==> src/rtl/audfmt_pkg.sv <==
package audfmt_pkg;

    // Format select encoding
    localparam logic FMT_MSBJ16 = 1'b0;
    localparam logic FMT_I2S20  = 1'b1;

    // Level of the frame clock that marks the left channel
    function automatic logic left_level(input logic fmt);
        return (fmt == FMT_MSBJ16) ? 1'b1 : 1'b0;
    endfunction

    // Edge detector state
    typedef struct packed {
        logic bclk;
        logic lr;
        logic primed;
    } edge_st_t;

endpackage

==> src/rtl/audfmt_sync.sv <==
module audfmt_sync #(
    parameter int WIDTH  = 2,
    parameter int STAGES = 2
) (
    input  logic             clk,
    input  logic             rst_n,
    input  logic [WIDTH-1:0] d_i,
    output logic [WIDTH-1:0] q_o
);

    logic [WIDTH-1:0] stage_q [STAGES];

    for (genvar g = 0; g < STAGES; g++) begin : g_stage
        logic [WIDTH-1:0] stage_d;
        if (g == 0) begin : g_first
            assign stage_d = d_i;
        end else begin : g_next
            assign stage_d = stage_q[g-1];
        end
        always_ff @(posedge clk or negedge rst_n) begin
            if (!rst_n) stage_q[g] <= '0;
            else        stage_q[g] <= stage_d;
        end
    end

    assign q_o = stage_q[STAGES-1];

endmodule

==> src/rtl/audfmt_edge.sv <==
module audfmt_edge
    import audfmt_pkg::*;
(
    input  logic clk,
    input  logic rst_n,
    input  logic bclk_s_i,
    input  logic lrck_s_i,
    input  logic fmt_i,
    output logic fall_o,
    output logic chan_start_o,
    output logic left_start_o
);

    edge_st_t st_d, st_q;
    logic     fall;

    always_comb begin
        st_d      = st_q;
        fall      = st_q.bclk & ~bclk_s_i;
        st_d.bclk = bclk_s_i;
        if (fall) begin
            st_d.primed = 1'b1;
            st_d.lr     = lrck_s_i;
        end
    end

    always_ff @(posedge clk or negedge rst_n) begin
        if (!rst_n) st_q <= '0;
        else        st_q <= st_d;
    end

    // A channel starts at the first falling edge that sees the new frame level
    assign fall_o       = fall;
    assign chan_start_o = fall & st_q.primed & (lrck_s_i != st_q.lr);
    assign left_start_o = chan_start_o & (lrck_s_i == left_level(fmt_i));

endmodule

==> src/rtl/audfmt_mute.sv <==
module audfmt_mute #(
    parameter int MUTE_FRAMES = 4128
) (
    input  logic clk,
    input  logic rst_n,
    input  logic left_start_i,
    output logic muting_o
);

    localparam int CW = $clog2(MUTE_FRAMES + 1);
    localparam logic [CW-1:0] LIMIT = CW'(MUTE_FRAMES);

    typedef struct packed {
        logic [CW-1:0] cnt;
    } mute_st_t;

    mute_st_t st_d, st_q;

    assign muting_o = (st_q.cnt < LIMIT);

    always_comb begin
        st_d = st_q;
        if (left_start_i && muting_o) st_d.cnt = st_q.cnt + 1'b1;
    end

    always_ff @(posedge clk or negedge rst_n) begin
        if (!rst_n) st_q <= '0;
        else        st_q <= st_d;
    end

    AST_MUTE_ENDS_AT_FRAME: assert property (@(posedge clk) disable iff (!rst_n)
        $fell(muting_o) |-> $past(left_start_i));

endmodule

==> src/rtl/audfmt_shift.sv <==
module audfmt_shift
    import audfmt_pkg::*;
#(
    parameter int W       = 20,
    parameter int SHORT_W = 16
) (
    input  logic         clk,
    input  logic         rst_n,
    input  logic         fall_i,
    input  logic         chan_start_i,
    input  logic         fmt_i,
    input  logic [W-1:0] word_i,
    output logic         sdo_o
);

    localparam int PAD = W - SHORT_W;
    localparam logic [W-1:0] KEEP_MASK = ~(W'((64'd1 << PAD) - 64'd1));

    typedef struct packed {
        logic [W-1:0] sh;
        logic         sdo;
    } shift_st_t;

    shift_st_t    st_d, st_q;
    logic [W-1:0] aligned;

    // Short format keeps only the upper SHORT_W bits
    assign aligned = (fmt_i == FMT_I2S20) ? word_i : (word_i & KEEP_MASK);

    always_comb begin
        st_d = st_q;
        if (fall_i) begin
            if (chan_start_i && fmt_i == FMT_MSBJ16) begin
                st_d.sdo = aligned[W-1];
                st_d.sh  = aligned << 1;
            end else if (chan_start_i) begin
                // I2S: this slot still carries the tail of the previous word
                st_d.sdo = st_q.sh[W-1];
                st_d.sh  = aligned;
            end else begin
                st_d.sdo = st_q.sh[W-1];
                st_d.sh  = st_q.sh << 1;
            end
        end
    end

    always_ff @(posedge clk or negedge rst_n) begin
        if (!rst_n) st_q <= '0;
        else        st_q <= st_d;
    end

    assign sdo_o = st_q.sdo;

    AST_HOLD_BETWEEN_FALLS: assert property (@(posedge clk) disable iff (!rst_n)
        !fall_i |=> $stable(sdo_o));
    AST_MSBJ_FIRST_BIT: assert property (@(posedge clk) disable iff (!rst_n)
        fall_i && chan_start_i && fmt_i == FMT_MSBJ16 |=> sdo_o == $past(word_i[W-1]));
    AST_I2S_LOADS_WORD: assert property (@(posedge clk) disable iff (!rst_n)
        fall_i && chan_start_i && fmt_i == FMT_I2S20 |=> st_q.sh == $past(word_i));
    AST_TRAIL_LOW: assert property (@(posedge clk) disable iff (!rst_n)
        fall_i && !chan_start_i && st_q.sh == '0 |=> !sdo_o);

endmodule

==> src/rtl/audfmt_tx.sv <==
module audfmt_tx
    import audfmt_pkg::*;
#(
    parameter int SAMPLE_W    = 20,
    parameter int SHORT_W     = 16,
    parameter int MUTE_FRAMES = 4128,
    parameter int SYNC_STAGES = 2
) (
    input  logic                clk,
    input  logic                rst_n,
    input  logic                bclk_i,
    input  logic                lrck_i,
    input  logic                fmt_i,
    input  logic [SAMPLE_W-1:0] left_i,
    input  logic [SAMPLE_W-1:0] right_i,
    output logic                sdo_o
);

    typedef struct packed {
        logic [SAMPLE_W-1:0] l;
        logic [SAMPLE_W-1:0] r;
    } hold_st_t;

    logic [1:0]          clk_s;
    logic                fall, chan_start, left_start, muting;
    logic [SAMPLE_W-1:0] load_word;
    hold_st_t            hold_d, hold_q;

    audfmt_sync #(.WIDTH(2), .STAGES(SYNC_STAGES)) sync_i (
        .clk   (clk),
        .rst_n (rst_n),
        .d_i   ({bclk_i, lrck_i}),
        .q_o   (clk_s)
    );

    audfmt_edge edge_i (
        .clk          (clk),
        .rst_n        (rst_n),
        .bclk_s_i     (clk_s[1]),
        .lrck_s_i     (clk_s[0]),
        .fmt_i        (fmt_i),
        .fall_o       (fall),
        .chan_start_o (chan_start),
        .left_start_o (left_start)
    );

    audfmt_mute #(.MUTE_FRAMES(MUTE_FRAMES)) mute_i (
        .clk          (clk),
        .rst_n        (rst_n),
        .left_start_i (left_start),
        .muting_o     (muting)
    );

    always_comb begin
        hold_d    = hold_q;
        load_word = hold_q.r;
        if (left_start) begin
            if (muting) begin
                hold_d    = '0;
                load_word = '0;
            end else begin
                hold_d.l  = left_i;
                hold_d.r  = right_i;
                load_word = left_i;
            end
        end
    end

    always_ff @(posedge clk or negedge rst_n) begin
        if (!rst_n) hold_q <= '0;
        else        hold_q <= hold_d;
    end

    audfmt_shift #(.W(SAMPLE_W), .SHORT_W(SHORT_W)) shift_i (
        .clk          (clk),
        .rst_n        (rst_n),
        .fall_i       (fall),
        .chan_start_i (chan_start),
        .fmt_i        (fmt_i),
        .word_i       (load_word),
        .sdo_o        (sdo_o)
    );

    AST_PAIR_HELD: assert property (@(posedge clk) disable iff (!rst_n)
        !left_start |=> $stable(hold_q));
    AST_MUTE_ZERO: assert property (@(posedge clk) disable iff (!rst_n)
        left_start && muting |=> hold_q == '0);
    AST_RIGHT_FROM_HOLD: assert property (@(posedge clk) disable iff (!rst_n)
        chan_start && !left_start |-> load_word == hold_q.r);

endmodule

==> config.mk <==
export PLATFORM = sky130hd
export DESIGN_NAME = audfmt_tx
export DESIGN_NICKNAME = d
export VERILOG_FILES = /design/src/rtl/audfmt_pkg.sv /design/src/rtl/audfmt_sync.sv /design/src/rtl/audfmt_edge.sv /design/src/rtl/audfmt_mute.sv /design/src/rtl/audfmt_shift.sv /design/src/rtl/audfmt_tx.sv
export SDC_FILE = /design/constraint.sdc
export NUM_CORES = 1
export LEC_CHECK = 0
export CAP_MARGIN = 20
export CORE_AREA = 2 2 86 80
export DETAILED_ROUTE_END_ITERATION = 10
export DIE_AREA = 0 0 88 82
export MAX_ROUTING_LAYER = met4
export PLACE_DENSITY = 0.9
export RECOVER_POWER = 50
export SLEW_MARGIN = 30
export SYNTH_ARGS = -nofsm -noshare
export SYNTH_HDL_FRONTEND = slang
export SYNTH_SLANG_ARGS = --single-unit
==> constraint.sdc <==
create_clock -name clk -period 3.1 [get_ports clk]
set_input_delay 0.62 -clock clk [delete_from_list [all_inputs] [get_ports clk]]
set_output_delay 0.62 -clock clk [all_outputs]
set_load 0.005 [all_outputs]
### After elaboration in Yosys (flattened, before gate mapping)

Cells that the tools add are included.

| storage, ports and cells | value |
|---|---|
| register bits after elaboration | 61 |
| input port bits | 45 |
| output and inout bits | 1 |
| logic and storage cells | 28 |

| operators by class | value |
|---|---|
| add/subtract/negate cells | 1 |
| $lt $le $gt $ge | 1 |
| equality and inequality tests | 2 |
| muxes and demuxes | 7 |
| bitwise gates (word level) | 6 |
| reductions and logical operators | 2 |

Operators by type and width:

| operator | number |
|---|---|
| 2-to-1 mux 20 bit | 3 |
| 2-to-1 mux 21 bit | 2 |
| adder 13 x 1 -> 13 bit (second input constant) | 1 |
| less-than comparator 13 bit (second input constant) | 1 |
| bitwise AND 1 bit | 4 |
| 2-to-1 mux 4 bit | 1 |
| logical AND 1 bit | 2 |
| NOT 1 bit | 2 |
| == test 1 bit | 1 |
| 2-to-1 mux 1 bit | 1 |
| != test 1 bit | 1 |

### Logic depth before layout (Yosys ltp)

| logic depth | value |
|---|---|
| depth after elaboration | 9 |
| mapped depth | 7 |

### Hierarchy

Synthesis repeated with hierarchy kept, for this count alone.

| unflattened totals | value |
|---|---|
| cell total of the unflattened synthesis | 273 |
| area, all modules | 3148.0 µm² |

By module, submodules not included:

| module | instances | cells an instance | area each (µm²) | sequential area each (µm²) |
|---|---|---|---|---|
| audfmt_shift | 1 | 116 | 1249.9 | 525.5 |
| audfmt_tx | 1 | 87 | 994.7 | 500.5 |
| audfmt_mute | 1 | 54 | 661.9 | 325.3 |
| audfmt_edge | 1 | 12 | 141.4 | 75.1 |
| audfmt_sync | 1 | 4 | 100.1 | 100.1 |

### Worst setup path after synthesis

No wires, ideal clock.

| timing | value |
|---|---|
| path type | input to register |
| start point | in fmt_i |
| end point | reg mute_i.st_q[11] (netlist name) |
| library setup time | 0.125 ns |
| arrival time | 1.774 ns |
| setup slack | 1.201 ns |
| stages | 4 |
| cell sequence | or3b_1 a2111oi_0 nand3_1 xnor2_1 |

| on the way | value |
|---|---|
| word-level cells in the longest chain between the ends | 4 |

Ends and longest elaborated chain:

| element | RTL line | RTL |
|---|---|---|
| from (decl) | audfmt_tx.sv:13 | `input logic fmt_i,` |
| 2-to-1 mux 1 bit | audfmt_pkg.sv:9 | `return (fmt == FMT_MSBJ16) ? 1'b1 : 1'b0;` |
| == test 1 bit | audfmt_edge.sv:35 | `assign left_start_o = chan_start_o & (lrck_s_i == left_level(fmt_i));` |
| bitwise AND 1 bit | audfmt_edge.sv:35 |  |
| logical AND 1 bit | audfmt_mute.sv:23 | `if (left_start_i && muting_o) st_d.cnt = st_q.cnt + 1'b1;` |
| to (signal assigned) | audfmt_mute.sv:28 | `else st_q <= st_d;` |
| to (decl) | audfmt_mute.sv:17 | `mute_st_t st_d, st_q;` |

Every way passes these cells.
A chain may end at the register's enable or synchronous reset.

### Worst setup path after layout

| timing | value |
|---|---|
| start point | in fmt_i |
| end point | reg shift_i.st_q[2] (netlist name) |

| on the way | value |
|---|---|
| word-level cells in the longest chain between the ends | 7 |

Ends and longest elaborated chain:

| element | RTL line | RTL |
|---|---|---|
| 2-to-1 mux 1 bit | audfmt_pkg.sv:9 |  |
| == test 1 bit | audfmt_edge.sv:35 |  |
| bitwise AND 1 bit | audfmt_edge.sv:35 |  |
| 2-to-1 mux 20 bit | audfmt_tx.sv:57 | `if (left_start) begin` |
| 2-to-1 mux 4 bit | audfmt_shift.sv:28 | `assign aligned = (fmt_i == FMT_I2S20) ? word_i : (word_i & KEEP_MASK);` |
| 2-to-1 mux 21 bit | audfmt_shift.sv:36 | `end else if (chan_start_i) begin` |
| 2-to-1 mux 21 bit * | audfmt_shift.sv:33 | `if (chan_start_i && fmt_i == FMT_MSBJ16) begin` |
| to (signal assigned) | audfmt_shift.sv:49 | `else st_q <= st_d;` |
| to (decl) | audfmt_shift.sv:24 | `shift_st_t st_d, st_q;` |

Mark *: on every way between the ends. The rest lies on a longest branch, timed or not.

==> impl_metrics.yaml <==
sta:
  min_period_over_period_pct: 71.3
  hold_violations: 0
  fmax_mhz: 452
  slew_headroom_pct: 19.9
  fin_crit_ns: 2.21
  fin_setup_tns_ns: 0
  finClkSkew_ns: 0.00789
  finalSetupViolCount: 0
  slew_viol_final: 0
  rsz0062_at_grt: "false"
  worst_slew_pin_slew_ns: 1.20
clocking:
  cts_setup_buffers: 0
  cts_buffers: 9
  clock-sinks: 61
  h-tree-depth: 3
  clock_path_buffers: 2
  holdBufCountCts: 0
  clock_latency_ns: 0.34
  cts.repair.resized: 0
  cts_tree: "built"
  clk_pin_slew_ns: 0.07
  root_buffer: "clkbuf_8"
setup_path:
  r2r_start: "edge_i.st_q[1]"
  reg2reg_to: "shift_i.st_q[20]"
  crit_top_cell: "buf_4"
  worstPathMaxFanout: 24
  slowest_stage: "clkdlybuf4s50_1"
  worstPathCellList: "clkdlybuf4s50_1 > buf_4 > nand3b_1 > a21o_1 > buf_4 > a21oi_1 > a211oi_1"
  r2r_setup_slack_ns: 1.01
  startpoint_type: "input port"
  cp_data_arrival_time_ns: 2.46
  path_buf_inv: 3
  crit_type: "in2reg"
  crit_family: "buffers and inverters"
  max_stage_delay_ns: 0.43
  cp.required_ns: 3.35
  reg2reg_depth: 5
  end_kind: "register"
run_status:
  status: "completed"
route:
  drt_pass1_iterations: 4
  postRouteAntennaNets: 0
  vias: 2838
  wl_per_cell_um: 17.4
  via_per_inst: 6.08
  drt_wl_total_mm: 8.12
  drc: 0
  drt_iter0_drc: 234
synthesis:
  postSynthAreaPerCell_sq_um: 10.3
  synth_nets: 376
  synth_seq_cells: 61
  synth_enable_flop_cells: 0
  seq_area_frac_synth_pct: 45.0
  syn_area_sq_um: 3390
  async_flop_share_pct: 100
  synthCells: 330
  yosys_warnings: 0
  synth_cell_types: 48
  synth_flop_cell: "dfrtp_1"
die:
  dieArea_sq_um: 7220
  num_rows: 28
  core-area_sq_um: 6340
  start_util_pct: 53.5
  dieHeight_um: 82
  io_pins: 46
  die_w_um: 88
hold_path:
  min_to: "sync_i.q_o[1]"
  hp-start: "sync_i.g_stage[1].stage_d[1]"
  min_path_type: "reg2reg"
  hold_depth: 0
cells_and_area:
  nets: 418
  finalInstanceArea_sq_um: 4100
  nFillCells: 503
  mostFrequentLayoutCells: "dfrtp_1, clkdlybuf4s50_1, mux2i_1, nand3_1, a22o_1"
  mostFrequentLayoutCell: "dfrtp_1"
  area_growth_pct: 20.8
  drive_gt1_share_pct: 12.7
  num_antenna_cells: 0
power_and_ir_drop:
  power.total_mw: 2.04
  p_leak_nw: 1.82
  pwr_density_cell_nw_per_um2: 497
  vdd_drop_max_v: 0.000291
grt:
  overflow: 0
  grt_pass1_vias: 2824
  grt_first_pass_wirelength_mm: 13.4
  grt_max_degree: 31
  grt.total_usage_pct: 25.2
  antenna_found_initial: 0
place:
  place_area_sq_um: 3930
  dpl.hpwl_mm: 5.54
  gp_congestion: 0.903
  port_buffers: 45
flow_run:
  maxCapViolations: 0
layer usage:
layer / part of all wire, % / global-route usage [%]
met1: 44 / 33.1
met2: 48 / 38.3
met3: 6.4 / 4.72
met4: 1.2 / 11.1
met5: 0 / -
flip-flops by register name, indices dropped and copies added, names as in the netlist:
register	cells
edge_i.st_q	3
hold_q	20
mute_i.st_q	13
shift_i.sdo_o	1
shift_i.st_q	20
sync_i.g_stage.stage_d	2
sync_i.q_o	2
metrics by stage:
stage          cells  hold slack, ns  setup slack, ns  util (%)
2_1_floorplan    330           0.324             1.20         -
3_3_place_gp     451           0.343            0.635      62.0
3_5_place_dp     451           0.355            0.576      62.0
4_1_cts          467           0.220            0.902      64.8
5_1_grt          467           0.380            0.605      64.6
6_report         467           0.367            0.889      64.6
power by group:
part | internal (mW) | leakage (nW) | switching [mW]
clock | 0.329 | 0.0921 | 0.302
sequential | 0.903 | 0.803 | 0.0727
combinational | 0.239 | 0.921 | 0.190
total | 1.47 | 1.82 | 0.565
kinds of logic after synthesis:
logic type      synth area share, %
flops                          45.0
compound gates                 19.3
mux                            9.00
simple gates                   19.2
xor+xnor                       3.10
fa+ha+maj                     0.369
buf+inv                        4.02
synth_stat cells (3+ instances only):
cell / count / area share (%)
o311ai_1: 3 / 0.77
o21ai_0: 13 / 1.9
nor2_1: 15 / 1.7
and3_1: 12 / 2.2
nand3_1: 23 / 3.4
clkbuf_1: 18 / 2.0
xor2_1: 10 / 2.6
dfrtp_1: 61 / 45
nor3_1: 7 / 1.0
nand3b_1: 14 / 3.1
nand2b_1: 5 / 0.92
nor4_1: 3 / 0.55
mux2i_1: 26 / 7.7
nand4_1: 3 / 0.55
a21oi_1: 6 / 0.88
o221a_2: 12 / 4.0
a22o_1: 20 / 5.2
mux2_2: 4 / 1.3
buf_2: 7 / 1.0
o211ai_1: 3 / 0.66
nand2_1: 18 / 2.0
a22oi_1: 12 / 2.7
worst max path at each step:
stage	from	to	depth (start not counted)
finish	fmt_i	shift_i.st_q[2]	7
floorplan	fmt_i	mute_i.st_q[11]	4
global placement	fmt_i	shift_i.st_q[15]	6
global route	rst_n	hold_q[17]	2
detailed placement	fmt_i	shift_i.st_q[4]	7
CTS	fmt_i	shift_i.st_q[2]	7
cell type report:
type	count	area, sq um	share of cell area, %
tap	90	113	2.75
clock inverter	4	22.5	0.549
sequential	61	1530	37.2
clock buffer	12	155	3.79
inverter	2	7.51	0.183
multi-input combinational	239	1730	42.3
timing repair buffer	59	542	13.2
No activity file was read; power rests on OpenSTA's default activity.
